**src/rtl/cbc_pkg.sv**
```systemverilog
package cbc_pkg;
  localparam int unsigned WORD_W = 32;
  typedef logic [WORD_W-1:0] word_t;

  // Register map (word indices)
  localparam int unsigned IDX_CTRL = 0;
  localparam int unsigned IDX_STAT = 1;
  localparam int unsigned IDX_MASK = 2;
  localparam int unsigned IDX_GPR1 = 7;

  // Control word fields
  localparam int unsigned BIT_RST0   = 13; // core c reset request at 13+c
  localparam int unsigned BIT_EN0    = 21; // core c enable at 21+c (c >= 1)
  localparam int unsigned BIT_DISP_A = 3;
  localparam int unsigned BIT_DISP_B = 12;

  localparam word_t RV_CTRL = 32'h0000_0521;
  localparam word_t RV_STAT = 32'h0000_0001;
  localparam word_t RV_MASK = 32'h0000_001F;

  function automatic word_t reset_word(input int unsigned idx);
    case (idx)
      IDX_CTRL: return RV_CTRL;
      IDX_STAT: return RV_STAT;
      IDX_MASK: return RV_MASK;
      default:  return '0;
    endcase
  endfunction
endpackage

```
**src/rtl/cbc_decode.sv**
```systemverilog
module cbc_decode #(
  parameter int unsigned ADDR_W = 12,
  parameter int unsigned NREG   = 17,
  localparam int unsigned IDX_W = ADDR_W - 2
) (
  input  logic              valid,
  input  logic              write,
  input  logic [ADDR_W-1:0] addr,
  input  logic [3:0]        be,
  output logic [IDX_W-1:0]  idx,
  output logic              wr_ok,
  output logic              rd_ok,
  output logic              bad
);
  logic aligned;
  logic in_range;
  logic legal;

  assign idx      = addr[ADDR_W-1:2];
  assign aligned  = (addr[1:0] == 2'b00) && (be == 4'hF);
  assign in_range = (32'(idx) < NREG);
  assign legal    = aligned && in_range;

  assign wr_ok = valid && write && legal;
  assign rd_ok = valid && !write && legal;
  assign bad   = valid && !legal;
endmodule

```
**src/rtl/cbc_ctrl_next.sv**
```systemverilog
module cbc_ctrl_next
  import cbc_pkg::*;
#(
  parameter int unsigned NCORE = 4
) (
  input  word_t            cur,
  input  word_t            wr,
  output word_t            nxt,
  output logic [NCORE-1:1] start,
  output logic [NCORE-1:1] stop,
  output logic [NCORE-1:0] crst,
  output logic [1:0]       drst
);
  word_t diff;
  word_t val;

  always_comb begin
    diff  = cur ^ wr;
    val   = wr;
    start = '0;
    stop  = '0;
    crst  = '0;
    drst  = '0;
    // Highest core first; an enable change swallows that core's reset request
    for (int c = NCORE - 1; c >= 1; c--) begin
      if (diff[BIT_EN0 + c]) begin
        if (wr[BIT_EN0 + c]) start[c] = 1'b1;
        else                 stop[c]  = 1'b1;
        val[BIT_RST0 + c]  = 1'b0;
        diff[BIT_RST0 + c] = 1'b0;
      end
    end
    for (int c = 0; c < NCORE; c++) begin
      if (diff[BIT_RST0 + c]) begin
        crst[c]           = 1'b1;
        val[BIT_RST0 + c] = 1'b0;
      end
    end
    if (diff[BIT_DISP_A]) begin
      drst[0]         = 1'b1;
      val[BIT_DISP_A] = 1'b0;
    end
    if (diff[BIT_DISP_B]) begin
      drst[1]         = 1'b1;
      val[BIT_DISP_B] = 1'b0;
    end
    nxt = val;
  end
endmodule

```
**src/rtl/cbc_regfile.sv**
```systemverilog
module cbc_regfile
  import cbc_pkg::*;
#(
  parameter int unsigned NREG  = 17,
  parameter int unsigned IDX_W = 10
) (
  input  logic                   clk,
  input  logic                   rst,
  input  logic                   we,
  input  logic [IDX_W-1:0]       widx,
  input  word_t                  wdata,
  input  logic [IDX_W-1:0]       ridx,
  output word_t                  rdata,
  output logic [NREG*WORD_W-1:0] flat
);
  word_t mem [NREG];

  for (genvar g = 0; g < NREG; g++) begin : g_word
    always_ff @(posedge clk) begin
      if (rst)                                 mem[g] <= reset_word(g);
      else if (we && (widx == IDX_W'(g)))      mem[g] <= wdata;
    end
    assign flat[g*WORD_W +: WORD_W] = mem[g];
  end

  always_comb begin
    rdata = '0;
    for (int g = 0; g < NREG; g++)
      if (ridx == IDX_W'(g)) rdata = mem[g];
  end
endmodule

```
**src/rtl/core_boot_ctrl.sv**
```systemverilog
module core_boot_ctrl
  import cbc_pkg::*;
#(
  parameter int unsigned ADDR_W = 12,
  parameter int unsigned NCORE  = 4,
  parameter int unsigned NGPR   = 10
) (
  input  logic                      clk,
  input  logic                      rst,
  input  logic                      bus_valid,
  input  logic                      bus_write,
  input  logic [ADDR_W-1:0]         bus_addr,
  input  logic [3:0]                bus_be,
  input  logic [31:0]               bus_wdata,
  output logic                      rsp_valid,
  output logic                      rsp_err,
  output logic [31:0]               rsp_rdata,
  output logic [NCORE-2:0]          core_start,
  output logic [NCORE-2:0]          core_stop,
  output logic [NCORE-1:0]          core_rst,
  output logic [32*(NCORE-1)-1:0]   boot_addr,
  output logic [32*(NCORE-1)-1:0]   boot_arg,
  output logic [1:0]                disp_rst
);
  localparam int unsigned IDX_W = ADDR_W - 2;
  localparam int unsigned NREG  = IDX_GPR1 + NGPR;

  logic [IDX_W-1:0]       idx;
  logic                   wr_ok, rd_ok, bad;
  word_t                  rdat, cur_ctrl, nxt_ctrl, wsel;
  logic [NREG*WORD_W-1:0] flat;
  logic [NCORE-1:1]       start_n, stop_n;
  logic [NCORE-1:0]       crst_n;
  logic [1:0]             drst_n;
  logic                   ctrl_wr;

  cbc_decode #(.ADDR_W(ADDR_W), .NREG(NREG)) u_dec (
    .valid(bus_valid), .write(bus_write), .addr(bus_addr), .be(bus_be),
    .idx(idx), .wr_ok(wr_ok), .rd_ok(rd_ok), .bad(bad)
  );

  assign cur_ctrl = flat[IDX_CTRL*WORD_W +: WORD_W];
  assign ctrl_wr  = wr_ok && (idx == IDX_W'(IDX_CTRL));

  cbc_ctrl_next #(.NCORE(NCORE)) u_next (
    .cur(cur_ctrl), .wr(bus_wdata), .nxt(nxt_ctrl),
    .start(start_n), .stop(stop_n), .crst(crst_n), .drst(drst_n)
  );

  assign wsel = ctrl_wr ? nxt_ctrl : bus_wdata;

  cbc_regfile #(.NREG(NREG), .IDX_W(IDX_W)) u_rf (
    .clk(clk), .rst(rst), .we(wr_ok), .widx(idx), .wdata(wsel),
    .ridx(idx), .rdata(rdat), .flat(flat)
  );

  always_ff @(posedge clk) begin
    if (rst) begin
      rsp_valid  <= 1'b0;
      rsp_err    <= 1'b0;
      rsp_rdata  <= '0;
      core_start <= '0;
      core_stop  <= '0;
      core_rst   <= '0;
      disp_rst   <= '0;
    end else begin
      rsp_valid  <= bus_valid;
      rsp_err    <= bad;
      rsp_rdata  <= rd_ok ? rdat : '0;
      core_start <= ctrl_wr ? start_n : '0;
      core_stop  <= ctrl_wr ? stop_n  : '0;
      core_rst   <= ctrl_wr ? crst_n  : '0;
      disp_rst   <= ctrl_wr ? drst_n  : '0;
    end
  end

  for (genvar c = 1; c < NCORE; c++) begin : g_boot
    localparam int unsigned AI = IDX_GPR1 + 2*c;
    always_ff @(posedge clk) begin
      if (rst) begin
        boot_addr[32*(c-1) +: 32] <= '0;
        boot_arg[32*(c-1) +: 32]  <= '0;
      end else if (ctrl_wr && start_n[c]) begin
        boot_addr[32*(c-1) +: 32] <= flat[AI*WORD_W +: WORD_W];
        boot_arg[32*(c-1) +: 32]  <= flat[(AI+1)*WORD_W +: WORD_W];
      end
    end
  end
endmodule

```
**config.mk**
```make
export PLATFORM = sky130hd
export DESIGN_NAME = core_boot_ctrl
export DESIGN_NICKNAME = d
export VERILOG_FILES = /design/src/rtl/cbc_pkg.sv /design/src/rtl/cbc_decode.sv /design/src/rtl/cbc_ctrl_next.sv /design/src/rtl/cbc_regfile.sv /design/src/rtl/core_boot_ctrl.sv
export SDC_FILE = /design/constraint.sdc
export NUM_CORES = 1
export LEC_CHECK = 0
export BUFFER_PORTS_ARGS = -buffer_cell sky130_fd_sc_hd__clkbuf_2
export CAP_MARGIN = 20
export CELL_PAD_IN_SITES_DETAIL_PLACEMENT = 0
export CELL_PAD_IN_SITES_GLOBAL_PLACEMENT = 1
export CORE_ASPECT_RATIO = 0.5
export CORE_MARGIN = 8
export CORE_UTILIZATION = 52
export DETAILED_ROUTE_END_ITERATION = 12
export HOLD_SLACK_MARGIN = 0.03
export PLACE_DENSITY = 0.92
export SLEW_MARGIN = 10
export SYNTH_ARGS = -nofsm -noshare
export SYNTH_HDL_FRONTEND = slang
export SYNTH_SLANG_ARGS = --single-unit
```
**constraint.sdc**
```tcl
create_clock -name clk -period 12 [get_ports clk]
set_clock_uncertainty 0.1 [all_clocks]
set_input_delay 1.2 -clock clk [delete_from_list [all_inputs] [get_ports clk]]
set_output_delay 1.2 -clock clk [all_outputs]
set_load 0.1 [all_outputs]
```
==> results of run 1 <==
[synth_stat cells, drive strengths merged, types with 21 or more instances]
cell type,count,share of area (%)
buf,74,1.2
nor2b,24,0.45
o22ai,48,0.89
a21oi,308,4.6
nor2,169,1.9
and3,164,3.1
and2,291,5.4
clkbuf,190,2.1
edfxtp,544,49
dfxtp,238,14
a211oi,42,0.94
nand2,474,5.3
o21ai,66,1.1
a221oi,22,0.57
a22o,21,0.55
nor3,25,0.53
mux2i,78,2.3
mux2,34,1.1
[cell type report]
type	count	area [um2]
fill	5257	26450
sequential	782	21100
multi-input combinational	1963	11430
clock buffer	102	2072
timing repair buffer	358	2027
tap	850	1064
clock inverter	28	234.0
inverter	7	26.28
antenna	2	5.005
[report_power, final]
group          internal [mW]  switching [mW]  total, mW
clock                   1.28            1.04       2.32
combinational         0.0758           0.249      0.325
sequential              2.97          0.0485       3.02
total                   4.32            1.34       5.66
[metal layers]
| metal | vias up | routed length (um) |
|---|---|---|
| met4 | 6 | 3777 |
| met5 | - | 269 |
| li1 | 11100 | - |
| met1 | 12910 | 48740 |
| met3 | 257 | 19630 |
| met2 | 1845 | 49250 |
[cells by family (layout without fill, tap and decap cells)]
kind of cell,count (synthesis),after routing
compound gates,618,618
xor+xnor,3,3
fa+ha+maj,6,6
buf+inv,271,495
flops,782,782
mux,117,117
other cells,0,2
simple gates,1219,1219
[through the flow]
| step | cell area, um2 | util (%) | power [mW] | setup slack, ns | std cells |
|---|---|---|---|---|---|
| detailed placement | 35590 | 55.25 | 3.383 | 6.800 | 3953 |
| global route | 37960 | 58.93 | 5.784 | 7.268 | 4091 |
| finish | 37960 | 58.94 | 5.661 | 7.234 | 4092 |
| floorplan | 33580 | - | 3.220 | 7.243 | 3016 |
| global placement | 35520 | 55.15 | 3.374 | 6.742 | 3949 |
| CTS | 37890 | 58.83 | 5.649 | 7.441 | 4083 |
[sequential cells by signal, summed over array words and instances (netlist names)]
signal      count
rsp_valid       1
core_stop       3
core_start      3
core_rst        4
u_rf.mem      544
rsp_rdata      32
boot_addr      96
boot_arg       96
disp_rst        2
rsp_err         1
[worst register-to-register path: stages (launching register included)]
cell	delay, ns
edfxtp_1	0.52
mux2i_1	0.25
nor2_1	0.07
o221ai_1	0.59
o211ai_1	0.27
o21ai_0	0.39
a31oi_1	0.17
[cells in the final DEF, fill, tap and decap left out, drive strengths merged, types with 24 or more instances in the layout]
cell / synthesis / layout
a211oi: 42 / 42
a21oi: 308 / 308
and2: 291 / 291
and3: 164 / 164
buf: 74 / 71
clkbuf: 190 / 389
dfxtp: 238 / 238
edfxtp: 544 / 544
mux2: 34 / 34
mux2i: 78 / 78
nand2: 474 / 474
nor2: 169 / 169
nor2b: 24 / 24
nor3: 25 / 25
o21ai: 66 / 66
o22ai: 48 / 48
[final timing paths]
| kind | start | to | slack (ns) | cells after the start |
|---|---|---|---|---|
| worst min register to register | boot_addr[33]$_SDFFE_PP0P_ | boot_addr[33]$_SDFFE_PP0P_ | 0.35 | 2 |
| worst min-delay path | boot_addr[33]$_SDFFE_PP0P_ | boot_addr[33]$_SDFFE_PP0P_ | 0.35 | 2 |
| worst max-delay path | bus_addr[2] | u_rf.mem[13][9]$_SDFFCE_PN0P_ | 7.23 | 7 |
| worst max register to register | u_rf.mem[0][14]$_SDFFCE_PN0P_ | rsp_rdata[14]$_SDFF_PP0_ | 9.51 | 6 |
==> impl_results.md, run 1 <==
- Vias in the first global route: 24740
- Syn. warnings: 0
- Mapped Cells: 3016
- Peak fanout along the critical path: 70
- Final Hold Fails: 0
- Routing usage on met1: 45.04%
- Peak supply drop: 0.08340 mV
- Clock slew at reported path FFs: 0.07 ns
- TritonCTS clock tree: yes
- Port-buffer cells: 289
- Mapped Avg Cell Area: 11.13 um2
- # hold bufs at CTS: 0
- Minimum clock period after layout: 4.766 ns
- Max Slew Vio Count: 0
- Drt initial violations: 4162
- CP max stage delay: 1.02 ns
- Crit start category: primary input
- Synth Flop Type: edfxtp_1
- EDFF count, synth: 544
- Crit. End Element: flip-flop
- Worst Path Required: 12.38 ns
- Post-cts resize count: 0
- Compound-cell area share of the yosys netlist: 11.44%
- Power Density: 149.1 nW/um2
- Largest family of logic cells by synthesized area: simple AND/OR/NAND/NOR gates
- Hold slack: 0.3511 ns
- Setup violators final: 0
- CTS root buffer: clkbuf_16
- Initial Util: 52.13%
- GRT met2 Usage: 44.00%
- Delay-heaviest family, CP: simple AND/OR/NAND/NOR gates
- Ports: 290
- Clk_lat worst skew: 0.63 ns
- DRC viols: 0
- Post-synthesis simple-gate area fraction: 18.21%
- Tot GR Track Use: 31.90%
- Post-synthesis sequential area ratio: 62.84%
- Mapped Area: 33580 um2
- TNS Setup: 0 ns
- First-pass GRT wire length: 173300 um
- Worst slew pin tran: 1.158 ns
- Fin crit share: 39.72%
- Initial antenna violation count: 8
- Adder-Cell Fraction of Synth Area: 0.2236%
- Core Rows: 66
- Die Footprint: 73460 um2
- Die Y: 195.7 um
- Share of cells above drive strength 1: 17.44%
- Asr flop ratio synth: 0%
- Cell mode on critical path: buf_4
- Routed wire length: 121700 um
- Unrepaired setup endpoints after global routing: no
- Slowest stage cell on the critical path: nor2_2
- Area grow syn2layout: 13.05%
- Leak: 14.02 nW
- WS Path Type: in -> reg
- Clock Sinks: 782
- Post-DP HPWL: 81610 um
- CP Cell Sequence: buf_6 > buf_4 > nor2b_4 > buf_4 > nand2_1 > nor2_2 > and2_1
- Setup Buffers After CTS: 0
- Slew Limit Headroom: 20.58%
- DR pass1 iterations: 7
- Min-Delay Path Class: reg -> reg
- Seq cells post-synth: 782
- GPL Wtd Cong: 1.040
- Syn_nets: 3074
- Met3 Track Usage GR: 14.27%
- Die width: 375.4 um
- Total CTS buffers: 70
- Max Fclk: 209.8 MHz
- Most used routing layer: met1
- Total congestion overflow: 0
- Netlist cell types: 80
- Nets: 3240
- CORE AREA: 64410 um2
- Critical Path AT: 5.14 ns
- Vias: 26120
- Xor/xnor share of the synthesized area: 0.07825%
- Pin count of the biggest net entering global routing: 99
- Vias per cell: 6.382
- Maximum clock insertion buffer count: 3
- Routed WL per cell: 29.73 um
- H-tree Lvls: 3
- Antenna Nets Post-Route: 0
- Post-synthesis mux area share: 3.801%
- Status: complete, no violations
- Max cap viols: 0
- CP bufs+invs: 3
(Power assumes the default switching activity.)
==> run 2, diff against run 1 <==
--- a/config.mk
+++ b/config.mk
@@ -11,10 +11,10 @@
 export CELL_PAD_IN_SITES_GLOBAL_PLACEMENT = 1
 export CORE_ASPECT_RATIO = 0.5
 export CORE_MARGIN = 8
-export CORE_UTILIZATION = 52
+export CORE_UTILIZATION = 43
 export DETAILED_ROUTE_END_ITERATION = 12
 export HOLD_SLACK_MARGIN = 0.03
-export PLACE_DENSITY = 0.92
+export PLACE_DENSITY = 0.82
 export SLEW_MARGIN = 10
 export SYNTH_ARGS = -nofsm -noshare
 export SYNTH_HDL_FRONTEND = slang
==> constraint.sdc (replaced) <==
create_clock -name clk -period 3.9 [get_ports clk]
set_clock_uncertainty 0.1 [all_clocks]
set_input_delay 0.39 -clock clk [delete_from_list [all_inputs] [get_ports clk]]
set_output_delay 0.39 -clock clk [all_outputs]
set_load 0.1 [all_outputs]
==> run 2 against run 1 <==
Power grew to 3.1 times the previous value. Cell count increased by 6.8%. Flip-flop and latch count did not move. Combinational power rose to 3.0 times the previous value. Routed wire length is 6.2% lower. Clock-buffer cell count rose by 6. Global-route usage is 6.9 points lower. Core utilization is 8.3 points lower. Critical path type unchanged. Largest power group unchanged.
==> impl_results.md, run 2 (same netlist as run 1, synthesis figures left out) <==
- Area grow syn2layout: 16.48%
- Die Y: 213.6 um
- Max reg flops: 544
- Peak supply drop: 0.2675 mV
- Setup violators final: 0
- Unrepaired setup endpoints after global routing: no
- # hold bufs at CTS: 2
- First-pass GRT wire length: 165700 um
- Pin count of the biggest net entering global routing: 174
- Cells after DPL: 4230
- Post-DP Area: 36740 um2
- Drt initial violations: 3987
- Sw frac: 23.23%
- Leak: 14.57 nW
- Seq pwr share: 53.3%
- Max cap viols: 0
- Clock Sinks: 782
- Fin crit share: 71.16%
- CP max stage delay: 0.74 ns
- TritonCTS clock tree: yes
- DRC viols: 0
- Post-place setup slack: 0.6086 ns
- Antenna Nets Post-Route: 0
- Post-cts resize count: 0
- Routed wire length: 114100 um
- CTS root buffer: clkbuf_16
- Commonest non-fill, non-tap cell in the layout: edfxtp_1
- Non-Filler Instances: 4372
- DR pass1 iterations: 9
- Multi-input gate area: 11430 um2
- Max Fclk: 360.3 MHz
- Delay-heaviest family, CP: simple AND/OR/NAND/NOR gates
- TNS Setup: 0 ns
- Minimum clock period after layout: 2.775 ns
- Vias per cell: 5.871
- Routed WL per cell: 26.09 um
- Core Rows: 72
- Sw power: 4.043 mW
- Worst Path Required: 4.33 ns
- Initial antenna violation count: 7
- Port-buffer cells: 289
- Power Density: 445.0 nW/um2
- Share of cells above drive strength 1: 19.60%
- Total congestion overflow: 0
- Critical Path AT: 3.21 ns
- Pint: 13.36 mW
- Vias in the first global route: 24250
- CP bufs+invs: 1
- Biggest regs: u_rf.mem x544, boot_addr x96, boot_arg x96
- Clk_lat worst skew: 0.63 ns
- Initial Util: 43.44%
- Crit. End Element: flip-flop
- H-tree Lvls: 3
- Biggest register: u_rf.mem
- Tot GR Track Use: 25.00%
- Maximum clock insertion buffer count: 3
- FF/Latch Area: 21100 um2
- Die width: 411.2 um
- Vias: 25670
- Peak fanout along the critical path: 9
- Worst setup margin: 1.125 ns
- Final instance area: 39120 um2
- Worst slew pin tran: 1.110 ns
- Nets: 3330
- CP Cell Sequence: clkbuf_2 > or4_1 > nor3_1 > o221ai_1 > o211ai_1 > o21ai_0 > a311oi_1
- GPL Wtd Cong: 0.9199
- Post-DP HPWL: 79250 um
- Clock power share: 41.0%
- Total CTS buffers: 74
- Crit start category: primary input
- Ports: 290
- Setup Buffers After CTS: 0
- Max Slew Vio Count: 0
- Most frequent cells in the layout: 544 x edfxtp_1, 473 x nand2_1, 308 x a21oi_1
- Fill count: 6916
- Min-Delay Path Class: in -> reg
- Slew Limit Headroom: 25.61%
- Logic pwr share: 5.7%
- Die Footprint: 87830 um2
- WS Path Type: in -> reg
- Clock slew at reported path FFs: 0.07 ns
- Final Hold Fails: 0
- Status: complete, no violations
- CORE AREA: 77290 um2
- Slowest stage cell on the critical path: or4_1
run 2: metrics by stage:
| stage | power (mW) | util [%] | hold WS, ns |
|---|---|---|---|
| CTS | 17.42 | 50.59 | 0.03571 |
| global placement | 10.39 | 47.53 | 0.3406 |
| detailed placement | 10.40 | 47.53 | 0.3445 |
| finish | 17.41 | 50.61 | 0.05350 |
| floorplan | 9.907 | - | 0.3959 |
| global route | 17.84 | 50.60 | 0.06486 |
run 2: worst reg2reg max path, delay by kind of cell (launching register included):
family         cells  cell delay (ns)
flip-flops         1             0.35
AO/OA/AOI/OAI      5             1.57
multiplexers       1             0.10
run 2: per-layer routing:
metal	global-route usage (%)	wire, um
met1	35.80	46990
met4	6.982	3175
met2	37.74	50170
met3	6.402	13750
met5	0	0
run 2: cell type report:
class	count	share of cell area [%]
flip-flops and latches	782	53.94
clock inverters	27	0.4414
well taps	1036	3.314
multi-input cells	1963	29.23
repair buffers	444	7.428
clock buffers	108	5.543
diodes	5	0.03199
inverters	7	0.06717
run 2: final timing paths:
kind / depth (start not counted) / endpoint / slack [ns] / startpoint
worst max-delay path: 7 / rsp_rdata[11]$_SDFF_PP0_ / 1.12 / bus_addr[6]
worst min register to register: 2 / boot_addr[5]$_SDFFE_PP0P_ / 0.35 / boot_addr[5]$_SDFFE_PP0P_
worst max register to register: 6 / rsp_rdata[23]$_SDFF_PP0_ / 1.65 / u_rf.mem[0][23]$_SDFFCE_PN0P_
worst min-delay path: 3 / disp_rst[1]$_SDFF_PN0_ / 0.05 / bus_wdata[12]
run 2: power groups by stage:
stage	combinational, mW	sequential (mW)	clock, mW
3_3_place_gp	0.942	9.44	0
5_1_grt	1.02	9.30	7.52
4_1_cts	0.955	9.27	7.19
6_report	0.984	9.28	7.14
3_5_place_dp	0.950	9.45	0
2_1_floorplan	0.505	9.40	0
